<file path="config.mk">
export PLATFORM = sky130hd
export DESIGN_NAME = chg_notify
export DESIGN_NICKNAME = d
export VERILOG_FILES = /design/src/rtl/chg_notify.sv
export SDC_FILE = /design/constraint.sdc
export NUM_CORES = 1
export LEC_CHECK = 0
export BUFFER_PORTS_ARGS = -buffer_cell sky130_fd_sc_hd__buf_2
export CORE_MARGIN = 3
export CORE_UTILIZATION = 40
export CTS_CLUSTER_SIZE = 24
export DETAILED_ROUTE_END_ITERATION = 6
export GPL_ROUTABILITY_DRIVEN = 1
export HOLD_SLACK_MARGIN = 0.15
export PLACE_DENSITY_LB_ADDON = 0.05
export REMOVE_ABC_BUFFERS = 1
export SYNTH_ARGS = -nofsm -noshare
export SYNTH_HDL_FRONTEND = slang
export SYNTH_SLANG_ARGS = --single-unit
</file>
<file path="constraint.sdc">
create_clock -name clk -period 1.9 [get_ports clk]
set_input_delay 0.475 -clock clk [delete_from_list [all_inputs] [get_ports clk]]
set_output_delay 0.475 -clock clk [all_outputs]
set_load 0.05 [all_outputs]
</file>
<file path="src/rtl/chg_notify.sv">
module chg_notify #(
  parameter int N_IN = 24
) (
  input  logic            clk,
  input  logic            rst_n,
  input  logic            sleep,
  input  logic [N_IN-1:0] pin_in,
  input  logic [1:0]      addr,
  input  logic            wr_en,
  input  logic            rd_en,
  input  logic [N_IN-1:0] wdata,
  output logic [N_IN-1:0] rdata,
  output logic [N_IN-1:0] pull_en,
  output logic            irq
);

  logic [N_IN-1:0] sync1, sync2, ref_q, en_q, pu_q;
  logic            flag;

  wire run      = ~sleep;
  wire clr_hit  = wr_en && addr == 2'd3 && wdata[0];
  wire resync   = rd_en && addr == 2'd2;
  wire hit_clk  = |((sync2 ^ ref_q) & en_q);
  wire hit_raw  = |((pin_in ^ ref_q) & en_q);

  always_ff @(posedge clk or negedge rst_n)
    if (!rst_n) begin
      sync1 <= '0;
      sync2 <= '0;
    end else if (run) begin
      sync1 <= pin_in;
      sync2 <= sync1;
    end

  always_ff @(posedge clk or negedge rst_n)
    if (!rst_n) begin
      en_q <= '0;
      pu_q <= '0;
    end else if (run && wr_en) begin
      if (addr == 2'd0) en_q <= wdata;
      if (addr == 2'd1) pu_q <= wdata;
    end

  always_ff @(posedge clk or negedge rst_n)
    if (!rst_n)                   ref_q <= '0;
    else if (run && (!flag || resync)) ref_q <= sync2;

  always_ff @(posedge clk or negedge rst_n)
    if (!rst_n)          flag <= 1'b0;
    else if (run) begin
      if (hit_clk)       flag <= 1'b1;
      else if (clr_hit)  flag <= 1'b0;
    end

  always_comb
    case (addr)
      2'd0:    rdata = en_q;
      2'd1:    rdata = pu_q;
      2'd2:    rdata = sync2;
      default: rdata = {{(N_IN-1){1'b0}}, flag};
    endcase

  assign pull_en = pu_q;
  assign irq     = flag | (sleep & hit_raw);

  p_quiet_awake_r1: assert property (@(posedge clk) disable iff (!rst_n)
    (!sleep && !flag) |-> !irq);

  p_pull_write_r2: assert property (@(posedge clk) disable iff (!rst_n)
    (run && wr_en && addr == 2'd1) |=> pull_en == $past(wdata));

  p_masked_no_set_r4: assert property (@(posedge clk) disable iff (!rst_n)
    (run && !flag && ((sync2 ^ ref_q) & en_q) == '0) |=> !flag);

  p_flag_sticky_r5: assert property (@(posedge clk) disable iff (!rst_n)
    (flag && !(run && clr_hit)) |=> flag);

  p_ref_hold_r6: assert property (@(posedge clk) disable iff (!rst_n)
    (run && flag && !resync) |=> $stable(ref_q));

  p_sleep_freeze_r7: assert property (@(posedge clk) disable iff (!rst_n)
    sleep |=> ($stable(flag) && $stable(ref_q) && $stable(en_q) && $stable(sync2)));

endmodule

</file>
# Yosys cells after proc, flatten, opt, wreduce, memory -nomap -nowiden
# Index checks and enable logic that the tools add are counted.
[word_totals]
out_inout_bits = 49
input_bits = 55
regBits = 121
[classes]
n_bitwise = 7
muxes = 3
eq_ne = 3
n_reduce_logical = 14
[op_table]
columns = ["operator", "count"]
rows = [
  ["$pmux 24 s3", 1],
  ["$and 24x24->24", 2],
  ["$reduce_or 24->1", 2],
  ["$xor 24x24->24", 2],
  ["$reduce_and 2->1", 3],
  ["$logic_and 1x1->1", 5],
  ["$eq 2x2->1 const B", 2],
  ["$eq 2x1->1 const B", 1],
  ["$logic_not 2->1", 1],
  ["$mux 1", 2],
  ["$reduce_bool 2->1", 1],
  ["$and 1x1->1", 1],
  ["$logic_not 1->1", 1],
  ["$logic_or 1x1->1", 1],
  ["$not 1->1", 1],
  ["$or 1x1->1", 1],
]

# Logic depth before layout (Yosys ltp)
[logic_depth]
depth_word = 5
mapped_depth = 7
mapped_depth_nobuf = 5

# Worst setup path after synthesis
# No wires, ideal clock.
[synth_path]
kind = "input-to-output"
start = "input port addr[0]"
end = "output port rdata[10]"
n_path_buf = 2
t_arrival_ns = 2.132
required_ns = 1.425
setup_slack_ns = -0.707
path_stages = 4
path_cell_list = "buf_4 -> buf_2 -> mux2i_1 -> o21ai_0"
[synth_between]
elab_chain_len = 2
[synth_lines]
columns = ["item", "line", "text"]
rows = [
  ["start, declared", "8", "input logic [1:0] addr,"],
  ["$eq 2x2->1 (tied with other cells)", "56", "case (addr)"],
  ["$pmux 24 s3 *", "56", ""],
  ["end, declared", "12", "output logic [N_IN-1:0] rdata,"],
]
# Mark *: on every way between the ends. The rest lies on a longest branch, timed or not.

# Worst setup path in the final report
[layout_path]
start = "register ref_q[11]"
end = "output port irq"
[layout_between]
elab_chain_len = 5
[layout_lines]
columns = ["item", "line", "text"]
rows = [
  ["start, declared", "17", "logic [N_IN-1:0] sync1, sync2, ref_q, en_q, pu_q;"],
  ["start signal, assigned", "46", "else if (run && (!flag || resync)) ref_q <= sync2;"],
  ["$xor 24x24->24", "24", "wire hit_raw = |((pin_in ^ ref_q) & en_q);"],
  ["$and 24x24->24", "24", ""],
  ["$reduce_or 24->1", "24", ""],
  ["$and 1x1->1", "64", "assign irq = flag | (sleep & hit_raw);"],
  ["$or 1x1->1", "64", ""],
  ["end, declared", "14", "output logic irq"],
]
# No other way between the ends.

==> impl_metrics.json <==
{
  "status": "complete, but fails checks",
  "failed_checks": "setup timing",
  "dp.cells": 758,
  "hold-path-endpoint": "en_q[5]",
  "r2r-start": "ref_q[2]",
  "combPwrFrac": 0.333,
  "synth-simple-area-share": 0.03311,
  "whs_ns": 0.2989,
  "wl_per_cell_um": 18.51,
  "cts_tree": "built",
  "grt_remaining_overflow": 0,
  "worstHoldPathType": "in -> reg",
  "grt_pass1_vias": 4351,
  "fin_area_mm2": 0.007844,
  "rr_endpoint": "flag",
  "htreeDepth": 4,
  "hold_violations": 0,
  "placementRows": 43,
  "wl_um": 14750,
  "critPathBufInv": 2,
  "crit_slowest_cell": "a222oi_1",
  "drive_gt1_frac": 0.5640,
  "die_y_um": 125.4,
  "final_cells": 797,
  "cp_cell_sequence": "xor2_1, a222oi_1, buf_4, nand4_1, o32a_1, buf_6",
  "fin_nets": 659,
  "gp_congestion": 0.8088,
  "fin_ws_ns": -0.8392,
  "grt_max_degree": 54,
  "grt_use_total": 0.1969,
  "syn_area_per_cell_um2": 13.56,
  "dp_hpwl_um": 10650,
  "synth_top_flop_cell": "dfrtp_1",
  "synth_xor_area_frac": 0.07367,
  "drc_errors": 0,
  "portBuffers": 103,
  "root_buffer": "clkbuf_16",
  "ys_types": 28,
  "period_share": 1.442,
  "grt_pass1_wl_um": 23980,
  "fin_tns_setup_ns": -1.023,
  "syn2layout_area_growth_pct": 37.45,
  "avgViaCountPerCell": 5.015,
  "slew_headroom": 0.6579,
  "synth_edf_count": 0,
  "place_area_mm2": 0.006982,
  "dr.pass1.iters": 4,
  "finalSetupViolations": 2,
  "io_pins": 104,
  "p_clk_frac": 0.311,
  "dr_total_vias": 3997,
  "cts.sinks": 121,
  "reg2reg_depth": 6,
  "r2r_slack_ns": 0.35,
  "fmax_ghz": 0.3651,
  "maxSlewViolCount": 0,
  "cts_buffer_depth": 2,
  "power.leakage_uw": 0.003636,
  "cp_max_fo": 2,
  "antenna_cells": 0,
  "clk_latency_ns": 0.41,
  "power.internal_uw": 6669,
  "end_kind": "output port",
  "startpoint": "ref_q[11]",
  "async_flop_share": 1.000,
  "worstPathRequired_ns": 1.42,
  "synth_compound_area_frac": 0.05854,
  "max_stage_delay_ns": 0.50,
  "ys_seq_area_frac": 0.5306,
  "tightest_slew_ns": 0.5131,
  "worstHoldPathCells": 2,
  "die_w_um": 125.4,
  "yosys_warnings": 0,
  "ir_drop_mv": 0.6601,
  "synth_top_family_by_area": "multiplexers",
  "crit_type": "reg -> out",
  "coreArea_mm2": 0.01393,
  "syn_area_mm2": 0.005707,
  "critPathLaunchType": "flop",
  "cap_viol_max_count": 0,
  "synthMuxAreaShare": 0.2811,
  "floorplan.initialDensity": 0.4095,
  "ys_ff_latch": 121,
  "grt_setup_unrepaired": "true",
  "fp.dieArea_mm2": 0.01574,
  "first_iter_violations": 139,
  "cpLargestDelayFamily": "compound AO/OA/AOI/OAI gates",
  "power_switching_uw": 3292,
  "powerDensity_mw_per_mm2": 1270,
  "fin_skew_ns": 0.004272,
  "synthAdderAreaFrac": 0,
  "fill_cells": 1206,
  "netlist_instances": 421,
  "switching_share": 0.3305,
  "path_clk_slew_ns": 0.05,
  "cts_buffers": 17,
  "period_minus_slack_ns": 2.739,
  "seqPwrFrac": 0.356,
  "hp-start": "wdata[5]",
  "drt.antenna.violating_nets": 0,
  "cp.arrival_ns": 2.26,
  "antenna_found_initial": 2
}
-- logic make-up (layout without fill, tap and decap cells) --
logic type	after synthesis	after routing
muxes	144	144
DFF	121	121
AOI/OAI and AO/OA	51	51
xor gates and xnor gates	48	48
and+or+nand+nor	36	36
buffers and inverters	21	217
-- area by class of cell --
cell class / count / area, um2 / share of cell area
Clock inverter: 10 / 100.1 / 0.01276
Sequential cell: 121 / 3028 / 0.3860
Tap cell: 180 / 225.2 / 0.02871
Clock buffer: 22 / 464.2 / 0.05918
Timing Repair Buffer: 185 / 1435 / 0.1830
Multi-Input combinational cell: 279 / 2591 / 0.3304
-- power by group through the flow --
| stage | logic [uW] | clock network, uW | registers (uW) |
|---|---|---|---|
| 3_3_place_gp | 3120 | 0 | 3570 |
| 5_1_grt | 3580 | 3280 | 3630 |
| 3_5_place_dp | 3150 | 0 | 3590 |
| 2_1_floorplan | 1450 | 0 | 3980 |
| 6_report | 3310 | 3100 | 3550 |
| 4_1_cts | 3270 | 3170 | 3550 |
-- synth_stat cells, drive strengths merged (2+ instances only) --
cell | number | area [um2]
a21oi | 2 | 21.27
a22oi | 20 | 150.1
buf | 17 | 116.4
clkbuf | 4 | 15.01
dfrtp | 121 | 3028
mux2 | 120 | 1351
mux2i | 23 | 230.2
nand2 | 25 | 96.35
nand4 | 5 | 31.28
o21ai | 25 | 125.1
xor2 | 48 | 420.4
-- routing by layer --
layer  share of wire  wire (um)  vias to the layer above  GRT usage
met5          0.0014         21                        -          0
met4           0.022        319                        4    0.07398
met3           0.045        664                       23    0.05126
met2            0.47       6903                       89     0.3112
met1            0.46       6843                     1983     0.2613
li1                -          -                     1898          -
-- sequential cells by signal (all words and copies together), names as in the netlist --
signal and cells:
en_q 24, sync1 24, sync2 24, ref_q 24, flag 1, pull_en 24
-- per-stage QoR --
step           setup slack (ns)  utilization  power, uW
3_5_place_dp            -0.6121       0.5010       6740
6_report                -0.8392       0.5629       9961
3_3_place_gp            -0.5817       0.5010       6683
5_1_grt                 -0.8876       0.5629      10490
2_1_floorplan           -0.4337            -       5436
4_1_cts                 -0.8296       0.5532       9984
-- timing repair --
item | in CTS | in global routing
pin swaps | 1 | 0
hold buffers | 1 | 0
hold endpoints to repair | 27 | 0
endpoints found under the setup margin | 25 | 24
gates cloned | 1 | 1
resized for setup | 40 | 49
setup buffers | 3 | 1
-- worst max-delay path by stage --
stage / end / slack (ns) / depth (start not counted)
after floorplan: rdata[10] / -0.43 / 2
after global placement: irq / -0.58 / 7
after detailed placement: irq / -0.61 / 7
after CTS: irq / -0.83 / 6
after global routing: irq / -0.89 / 6
final: irq / -0.84 / 6
-- placed cells by master (no fill, tap or decap), drive strengths merged --
| cell type | instances |
|---|---|
| nor4b | 1 |
| clkinv | 8 |
| bufinv | 2 |
| clkbuf | 23 |
| nand2 | 25 |
| mux4 | 1 |
| a22oi | 20 |
| nand3 | 1 |
| a21oi | 2 |
| mux2 | 120 |
| o21ai | 25 |
| dlygate4sd3 | 1 |
| nor3 | 1 |
| mux2i | 23 |
| nand4 | 5 |
| nand3b | 1 |
| a221oi | 1 |
| nor2b | 1 |
| dfrtp | 121 |
| nor2 | 1 |
| o32a | 1 |
| a222oi | 1 |
| xor2 | 48 |
| buf | 183 |
| a22o | 1 |
Note: power is estimated with default switching activity, not from simulation.
